File: config.mk
export PLATFORM = sky130hd
export DESIGN_NAME = i2c_target
export DESIGN_NICKNAME = d
export VERILOG_FILES = /design/src/rtl/i2c_tgt_pkg.sv /design/src/rtl/i2c_tgt_sync.sv /design/src/rtl/i2c_tgt_fsm.sv /design/src/rtl/i2c_tgt_regs.sv /design/src/rtl/i2c_target.sv
export SDC_FILE = /design/constraint.sdc
export NUM_CORES = 1
export LEC_CHECK = 0
export CAP_MARGIN = 5
export CORE_ASPECT_RATIO = 0.75
export CORE_MARGIN = 2
export CORE_UTILIZATION = 52
export CTS_CLUSTER_DIAMETER = 200
export DETAILED_ROUTE_END_ITERATION = 8
export DONT_BUFFER_PORTS = 1
export GPL_ROUTABILITY_DRIVEN = 0
export GPL_TIMING_DRIVEN = 0
export PLACE_DENSITY = 0.7
export SLEW_MARGIN = 25
export SYNTH_ARGS = -nofsm -noshare
export SYNTH_HDL_FRONTEND = slang
export SYNTH_HIERARCHICAL = 1
export SYNTH_SLANG_ARGS = --single-unit
File: constraint.sdc
create_clock -name clk_i -period 2 [get_ports clk_i]
set_clock_uncertainty 0.05 [all_clocks]
set_input_delay 0.1 -clock clk_i [delete_from_list [all_inputs] [get_ports clk_i]]
set_output_delay 0.1 -clock clk_i [all_outputs]
set_load 0.01 [all_outputs]
File: src/rtl/i2c_tgt_pkg.sv
package i2c_tgt_pkg;
  typedef enum logic [2:0] {
    ST_IDLE, ST_ADDR, ST_ACK, ST_WR, ST_RD, ST_RACK
  } tgt_state_e;

  // status word bit positions
  localparam int STS_ACT   = 0;
  localparam int STS_DIR   = 1;
  localparam int STS_EOA   = 2;
  localparam int STS_RXRDY = 3;
  localparam int STS_TXRDY = 4;
  localparam int STS_UNDR  = 5;

  // host register map
  localparam int REG_STATUS = 0;
  localparam int REG_RXD    = 1;
  localparam int REG_TXD    = 2;
endpackage

File: src/rtl/i2c_tgt_sync.sv
module i2c_tgt_sync #(
  parameter int STAGES = 2
) (
  input  logic clk_i,
  input  logic rst_ni,
  input  logic scl_i,
  input  logic sda_i,
  output logic scl_o,
  output logic sda_o,
  output logic scl_rise_o,
  output logic scl_fall_o,
  output logic start_o,
  output logic stop_o
);
  logic [STAGES-1:0] scl_ff, sda_ff;
  logic scl_d, sda_d;

  always_ff @(posedge clk_i or negedge rst_ni) begin
    if (!rst_ni) begin
      scl_ff <= '1;
      sda_ff <= '1;
      scl_d  <= 1'b1;
      sda_d  <= 1'b1;
    end else begin
      scl_ff <= {scl_ff[STAGES-2:0], scl_i};
      sda_ff <= {sda_ff[STAGES-2:0], sda_i};
      scl_d  <= scl_ff[STAGES-1];
      sda_d  <= sda_ff[STAGES-1];
    end
  end

  assign scl_o      = scl_ff[STAGES-1];
  assign sda_o      = sda_ff[STAGES-1];
  assign scl_rise_o = scl_o & ~scl_d;
  assign scl_fall_o = ~scl_o & scl_d;
  // SDA edges with SCL held high on both samples
  assign start_o    = scl_o & scl_d & sda_d & ~sda_o;
  assign stop_o     = scl_o & scl_d & ~sda_d & sda_o;
endmodule

File: src/rtl/i2c_tgt_fsm.sv
module i2c_tgt_fsm
  import i2c_tgt_pkg::*;
#(
  parameter int DATA_W = 8,
  localparam int ADDR_W = DATA_W - 1
) (
  input  logic              clk_i,
  input  logic              rst_ni,
  input  logic              sda_i,
  input  logic              scl_rise_i,
  input  logic              scl_fall_i,
  input  logic              start_i,
  input  logic              stop_i,
  input  logic [ADDR_W-1:0] own_addr_i,
  input  logic [DATA_W-1:0] tx_byte_i,
  output logic              sda_oe_o,
  output logic              addr_hit_o,
  output logic              addr_miss_o,
  output logic              addr_rw_o,
  output logic              rx_push_o,
  output logic [DATA_W-1:0] rx_data_o,
  output logic              tx_load_o,
  output logic              tx_ack_o
);
  localparam int CNT_W = $clog2(DATA_W);
  localparam logic [CNT_W-1:0] CNT_MAX = CNT_W'(DATA_W - 1);

  tgt_state_e        state;
  logic [CNT_W-1:0]  cnt;
  logic [DATA_W-1:0] sh;
  logic              done, match, rw, mack, oe;
  logic              addr_done;

  assign addr_done   = (state == ST_ADDR) && scl_rise_i && (cnt == CNT_MAX);
  assign addr_hit_o  = addr_done && (sh[ADDR_W-1:0] == own_addr_i);
  assign addr_miss_o = addr_done && (sh[ADDR_W-1:0] != own_addr_i);
  assign addr_rw_o   = sda_i;
  assign rx_push_o   = (state == ST_WR) && scl_fall_i && done;
  assign rx_data_o   = sh;
  assign tx_ack_o    = (state == ST_RACK) && scl_rise_i;
  assign tx_load_o   = scl_fall_i && (((state == ST_ACK) && rw) ||
                                      ((state == ST_RACK) && done && mack));
  assign sda_oe_o    = oe;

  always_ff @(posedge clk_i or negedge rst_ni) begin
    if (!rst_ni) begin
      state <= ST_IDLE;
      cnt   <= '0;
      sh    <= '0;
      done  <= 1'b0;
      match <= 1'b0;
      rw    <= 1'b0;
      mack  <= 1'b0;
      oe    <= 1'b0;
    end else if (start_i) begin
      state <= ST_ADDR;
      cnt   <= '0;
      done  <= 1'b0;
      oe    <= 1'b0;
    end else if (stop_i) begin
      state <= ST_IDLE;
      done  <= 1'b0;
      oe    <= 1'b0;
    end else begin
      unique case (state)
        ST_ADDR: begin
          if (scl_rise_i) begin
            sh  <= {sh[DATA_W-2:0], sda_i};
            cnt <= cnt + 1'b1;
            if (cnt == CNT_MAX) begin
              done  <= 1'b1;
              match <= addr_hit_o;
              rw    <= sda_i;
            end
          end else if (scl_fall_i && done) begin
            done  <= 1'b0;
            oe    <= match;
            state <= match ? ST_ACK : ST_IDLE;
          end
        end
        ST_ACK: begin
          if (scl_fall_i) begin
            cnt <= '0;
            if (rw) begin
              sh    <= tx_byte_i;
              oe    <= ~tx_byte_i[DATA_W-1];
              state <= ST_RD;
            end else begin
              oe    <= 1'b0;
              state <= ST_WR;
            end
          end
        end
        ST_WR: begin
          if (scl_rise_i) begin
            sh  <= {sh[DATA_W-2:0], sda_i};
            cnt <= cnt + 1'b1;
            if (cnt == CNT_MAX) done <= 1'b1;
          end else if (scl_fall_i && done) begin
            done  <= 1'b0;
            oe    <= 1'b1;
            state <= ST_ACK;
          end
        end
        ST_RD: begin
          if (scl_rise_i) begin
            cnt <= cnt + 1'b1;
            if (cnt == CNT_MAX) done <= 1'b1;
          end else if (scl_fall_i) begin
            if (done) begin
              done  <= 1'b0;
              oe    <= 1'b0;
              state <= ST_RACK;
            end else begin
              oe <= ~sh[DATA_W-2];
              sh <= {sh[DATA_W-2:0], 1'b0};
            end
          end
        end
        ST_RACK: begin
          if (scl_rise_i) begin
            done <= 1'b1;
            mack <= ~sda_i;
          end else if (scl_fall_i && done) begin
            done <= 1'b0;
            if (mack) begin
              sh    <= tx_byte_i;
              oe    <= ~tx_byte_i[DATA_W-1];
              cnt   <= '0;
              state <= ST_RD;
            end else begin
              state <= ST_IDLE;
            end
          end
        end
        default: ;
      endcase
    end
  end
endmodule

File: src/rtl/i2c_tgt_regs.sv
module i2c_tgt_regs
  import i2c_tgt_pkg::*;
#(
  parameter int DATA_W = 8,
  parameter int REG_AW = 2
) (
  input  logic              clk_i,
  input  logic              rst_ni,
  input  logic [REG_AW-1:0] reg_addr_i,
  input  logic              reg_rd_i,
  input  logic              reg_wr_i,
  input  logic [DATA_W-1:0] reg_wdata_i,
  output logic [DATA_W-1:0] reg_rdata_o,
  input  logic              addr_hit_i,
  input  logic              addr_miss_i,
  input  logic              addr_rw_i,
  input  logic              stop_i,
  input  logic              rx_push_i,
  input  logic [DATA_W-1:0] rx_data_i,
  input  logic              tx_load_i,
  input  logic              tx_ack_i,
  output logic [DATA_W-1:0] tx_byte_o,
  output logic              thr_full_o,
  output logic              act_o,
  output logic              dir_o,
  output logic              eoa_o,
  output logic              rxrdy_o,
  output logic              txrdy_o,
  output logic              undr_o
);
  logic [DATA_W-1:0] rxd, thr;
  logic sel_sts, sel_rxd, sel_txd, sts_rd, end_acc;

  assign sel_sts = reg_addr_i == REG_AW'(REG_STATUS);
  assign sel_rxd = reg_addr_i == REG_AW'(REG_RXD);
  assign sel_txd = reg_addr_i == REG_AW'(REG_TXD);
  assign sts_rd  = reg_rd_i && sel_sts;
  assign end_acc = act_o && (addr_miss_i || stop_i);

  always_ff @(posedge clk_i or negedge rst_ni) begin
    if (!rst_ni) begin
      act_o      <= 1'b0;
      dir_o      <= 1'b0;
      eoa_o      <= 1'b0;
      rxrdy_o    <= 1'b0;
      txrdy_o    <= 1'b1;
      undr_o     <= 1'b0;
      thr_full_o <= 1'b0;
      rxd        <= '0;
      thr        <= '0;
    end else begin
      if (addr_hit_i) begin
        act_o <= 1'b1;
        dir_o <= addr_rw_i;
      end else if (addr_miss_i || stop_i) begin
        act_o <= 1'b0;
      end

      if (end_acc)     eoa_o <= 1'b1;
      else if (sts_rd) eoa_o <= 1'b0;

      if (tx_load_i && !thr_full_o) undr_o <= 1'b1;
      else if (sts_rd)              undr_o <= 1'b0;

      if (rx_push_i) begin
        rxd     <= rx_data_i;
        rxrdy_o <= 1'b1;
      end else if (reg_rd_i && sel_rxd) begin
        rxrdy_o <= 1'b0;
      end

      if (tx_load_i)     txrdy_o <= 1'b0;
      else if (tx_ack_i) txrdy_o <= 1'b1;

      // a host write in the load cycle lands after the copy
      if (tx_load_i) thr_full_o <= 1'b0;
      if (reg_wr_i && sel_txd) begin
        thr        <= reg_wdata_i;
        thr_full_o <= 1'b1;
      end
    end
  end

  assign tx_byte_o = thr_full_o ? thr : '1;

  always_comb begin
    reg_rdata_o = '0;
    if (sel_sts) begin
      reg_rdata_o[STS_ACT]   = act_o;
      reg_rdata_o[STS_DIR]   = dir_o;
      reg_rdata_o[STS_EOA]   = eoa_o;
      reg_rdata_o[STS_RXRDY] = rxrdy_o;
      reg_rdata_o[STS_TXRDY] = txrdy_o;
      reg_rdata_o[STS_UNDR]  = undr_o;
    end else if (sel_rxd) begin
      reg_rdata_o = rxd;
    end
  end
endmodule

File: src/rtl/i2c_target.sv
module i2c_target #(
  parameter int DATA_W      = 8,
  parameter int SYNC_STAGES = 2,
  parameter int REG_AW      = 2,
  localparam int ADDR_W     = DATA_W - 1
) (
  input  logic              clk_i,
  input  logic              rst_ni,
  input  logic              scl_i,
  input  logic              sda_i,
  output logic              sda_oe_o,
  input  logic [ADDR_W-1:0] own_addr_i,
  input  logic [REG_AW-1:0] reg_addr_i,
  input  logic              reg_rd_i,
  input  logic              reg_wr_i,
  input  logic [DATA_W-1:0] reg_wdata_i,
  output logic [DATA_W-1:0] reg_rdata_o
);
  logic scl_s, sda_s, scl_rise, scl_fall, start_det, stop_det;
  logic addr_hit, addr_miss, addr_rw, rx_push, tx_load, tx_ack, thr_full;
  logic sts_act, sts_dir, sts_eoa, sts_rxrdy, sts_txrdy, sts_undr;
  logic [DATA_W-1:0] rx_data, tx_byte;

  i2c_tgt_sync #(.STAGES(SYNC_STAGES)) u_sync (
    .clk_i, .rst_ni, .scl_i, .sda_i,
    .scl_o(scl_s), .sda_o(sda_s),
    .scl_rise_o(scl_rise), .scl_fall_o(scl_fall),
    .start_o(start_det), .stop_o(stop_det)
  );

  i2c_tgt_fsm #(.DATA_W(DATA_W)) u_fsm (
    .clk_i, .rst_ni,
    .sda_i(sda_s), .scl_rise_i(scl_rise), .scl_fall_i(scl_fall),
    .start_i(start_det), .stop_i(stop_det),
    .own_addr_i, .tx_byte_i(tx_byte), .sda_oe_o,
    .addr_hit_o(addr_hit), .addr_miss_o(addr_miss), .addr_rw_o(addr_rw),
    .rx_push_o(rx_push), .rx_data_o(rx_data),
    .tx_load_o(tx_load), .tx_ack_o(tx_ack)
  );

  i2c_tgt_regs #(.DATA_W(DATA_W), .REG_AW(REG_AW)) u_regs (
    .clk_i, .rst_ni, .reg_addr_i, .reg_rd_i, .reg_wr_i, .reg_wdata_i,
    .reg_rdata_o,
    .addr_hit_i(addr_hit), .addr_miss_i(addr_miss), .addr_rw_i(addr_rw),
    .stop_i(stop_det), .rx_push_i(rx_push), .rx_data_i(rx_data),
    .tx_load_i(tx_load), .tx_ack_i(tx_ack),
    .tx_byte_o(tx_byte), .thr_full_o(thr_full),
    .act_o(sts_act), .dir_o(sts_dir), .eoa_o(sts_eoa),
    .rxrdy_o(sts_rxrdy), .txrdy_o(sts_txrdy), .undr_o(sts_undr)
  );
endmodule

==> flow_summary_export.csv <==
group,metric,value,unit
synthesis,synth_seq_cells,48,
clocking,cts.reportedPaths.clkPinSlew,0.08,ns
route,drtIter0Drc,178,
floorplan,rows,22,
timing,rsz0062_at_grt,"yes",
clocking,cts_made_buffers,5,
synthesis,synth-async-reset-ratio,1.00,
finish,final-seq-area,1210,sq um
setup_path,worstSetupPathType,"reg2reg",
timing,max_freq,515,MHz
floorplan,fp.dieW,86.3,um
finish,area_growth,18.1,%
synthesis,synth-edff-count,0,
setup_path,critPathLaunchType,"flip-flop",
clocking,cts_buffer_depth,2,
global_route,grt_start_max_net_pins,49,
synthesis,yosys_most_used_dff,"dfrtp_1",
min_path,hp-class,"in2reg",
finish,multi_input_area,1380,sq um
route,dr.pass1.iters,4,
floorplan,initial_core_util,0.539,
clocking,htree_levels,2,
floorplan,die_area,5670,sq um
global_route,busiest_layer,"met1",
synthesis,synth-seq-area-share,0.459,
floorplan,core-area,4900,sq um
finish,nets,299,
timing,setup_violations,0,
setup_path,cp.arrival,2.08,ns
power_and_ir_drop,p_per_area,790,nW/um^2
global_route,met2_usage,0.295,
global_route,antenna_found_initial,0,
timing,period_needed,1.94,ns
timing,tightest_slew,0.378,ns
synthesis,yosysTopAreaCell,"dfrtp_1",
global_route,met1_usage,0.340,
setup_path,end_kind,"flip-flop",
synthesis,netlist.area_leader.share,0.389,
finish,fin_util,0.636,
clocking,clkLatencyLatePin,0.29,ns
power_and_ir_drop,ir_drop,641,uV
timing,final_hold_viol_count,0,
synthesis,synthCells,243,
clocking,cts-root-buf,"clkbuf_8",
synthesis,syn_nets,269,
timing,period_share,0.972,
finish,antenna_cells,0,
timing,max-slew-margin-rel,0.748,
synthesis,synth.avg_cell_area,10.9,sq um
power_and_ir_drop,p_leak,1.46,nW
route,wl_per_cell,16.5,um
timing,tns,0,ns
synthesis,synth_area_leaders,"dfrtp_1, dfstp_2, mux2i_1",
global_route,grt_pass1_wl,9.21,mm
floorplan,fp.dieH,65.7,um
route,via_per_inst,5.69,
placed_design,pre_cts_ws,-0.518,ns
route,drcViolationCount,0,
finish,layout_common_cells,"dfrtp_1, nand2_1, nor2_1, mux2i_1, dlygate4sd3_1",
outcome,status,"finished, final reports clean",
synthesis,ys_warn_count,6,
synthesis,syn_area,2640,sq um
global_route,grt_pass1_vias,1844,
flow_run,maxCapViolCount,0,
global_route,grt_usage,0.211,
setup_path,crit_required,2.14,ns
timing,report.final.slew_viol_count,0,
floorplan,ios,32,
route,drt_wl_total,5.50,mm
timing,setup_slack,0.0564,ns
finish,n_fill_cell,405,
clocking,cts_num_sinks,48,
placed_design,place_hpwl,3.78,mm
global_route,grt_overflow_total,0,
setup_path,worstPathMaxFanout,5,
finish,final_common_cell,"dfrtp_1",
setup_path,r2r_slack,0.06,ns
route,postRouteAntennaNets,0,
clocking,cts_tree,"yes",
timing,timing.hold.ws,0.0423,ns
global_route,met3_usage,0.0452,
synthesis,synth.distinct_cells,59,
finish,drive_gt1_frac,0.259,
placed_design,io_buffers,0,
route,vias,1899,
[timing repair]
| item | in CTS | in global routing |
|---|---|---|
| setup endpoints to repair | 19 | 21 |
| pin swaps | 2 | 5 |
| buffers inserted | 4 | 5 |
| hold endpoints to repair | 59 | 0 |
| hold buffers | 13 | 0 |
| gates resized for setup | 9 | 14 |
| gates cloned | 0 | 1 |
[cells by family (layout without fill, tap and decap cells)]
kind of cell    after synthesis  count (layout)  synth area share
xor+xnor                      7               7            0.0232
simple gates                 87              87             0.202
mux                          32              32             0.130
compound gates               48              48             0.132
fa+ha+maj                     3               3            0.0142
flops                        48              48             0.459
buf+inv                      18              49            0.0398
[through the flow]
step	total power, W	instance area (sq um)	instances
after floorplan	0.00162	2640	243
after global placement	0.00174	2710	303
after detailed placement	0.00176	2710	303
after CTS	0.00243	3020	328
after global routing	0.00262	3120	334
final	0.00246	3120	334
[final timing paths]
kind                                                  from                        endpoint  cells after the start
worst max-delay path                u_sync/scl_d$_DFF_PN1_  u_fsm/rx_data_o[2]$_DFFE_PN0P_                      7
worst min-delay path                              reg_wr_i   u_regs/thr_full_o$_DFFE_PN0P_                      2
worst max register to register      u_sync/scl_d$_DFF_PN1_  u_fsm/rx_data_o[2]$_DFFE_PN0P_                      7
worst min register to register  u_sync/scl_ff[0]$_DFF_PN1_      u_sync/scl_ff[1]$_DFF_PN1_                      0
max in group asynchronous                           rst_ni      u_regs/txrdy_o$_DFFE_PN1P_                      2
min in group asynchronous                           rst_ni      u_fsm/sda_oe_o$_DFFE_PN0P_                      2
[per-layer routing]
layer,up-vias,share of wire
met2,44,0.44
met3,2,0.039
li1,931,-
met4,0,0.0024
met5,-,0
met1,922,0.52
[cells in the mapped netlist, drive strengths merged (2+ instances only)]
| library cell | instances |
|---|---|
| a21boi | 2 |
| inv | 4 |
| o2bb2ai | 2 |
| and3b | 3 |
| nand3 | 3 |
| nand2b | 10 |
| o21ai | 17 |
| and2 | 2 |
| dfrtp | 41 |
| a22oi | 2 |
| xnor2 | 4 |
| and3 | 2 |
| a31o | 2 |
| mux2 | 19 |
| nor3b | 2 |
| nand4b | 2 |
| or3b | 4 |
| o2111ai | 2 |
| nor3 | 3 |
| nor2b | 10 |
| nand3b | 4 |
| nor2 | 14 |
| dfstp | 7 |
| nand2 | 20 |
| mux2i | 13 |
| a21oi | 8 |
| and4b | 2 |
| xor2 | 3 |
| a21o | 2 |
| ha | 3 |
| buf | 14 |
[state kept, by name, indices dropped and copies added (netlist names), 2 cells and up]
signal and cells:
u_sync/sda_ff 2, u_fsm/state 3, u_sync/scl_ff 2, u_regs/thr 8, u_fsm/cnt 3, u_regs/rxd 8
u_fsm/rx_data_o 8
[worst max-delay path: stages (launching register included)]
cell and delay (ns):
dfstp_2 0.58, nor2b_4 0.16, or3b_1 0.37, a22oi_2 0.15
o2111ai_2 0.19, buf_4 0.21, nand2_1 0.06, o21ai_1 0.06
[power breakdown]
group	leakage (nW)	switching (W)	internal, W	total, W
registers	0.609	0.000165	0.00112	0.00128
logic	0.807	0.000283	0.000304	0.000586
clock network	0.0445	0.000311	0.000281	0.000592
total	1.46	0.000759	0.00170	0.00246
[layout make-up]
| type | count | area share |
|---|---|---|
| clock buffers | 7 | 0.0277 |
| plain buffers | 14 | 0.0329 |
| flip-flops and latches | 48 | 0.388 |
| multi-input cells | 177 | 0.443 |
| repair buffers | 23 | 0.0767 |
| inverters | 4 | 0.00482 |
| well taps | 60 | 0.0241 |
| clock inverters | 1 | 0.00241 |
No activity file was read; power rests on OpenSTA's default activity.
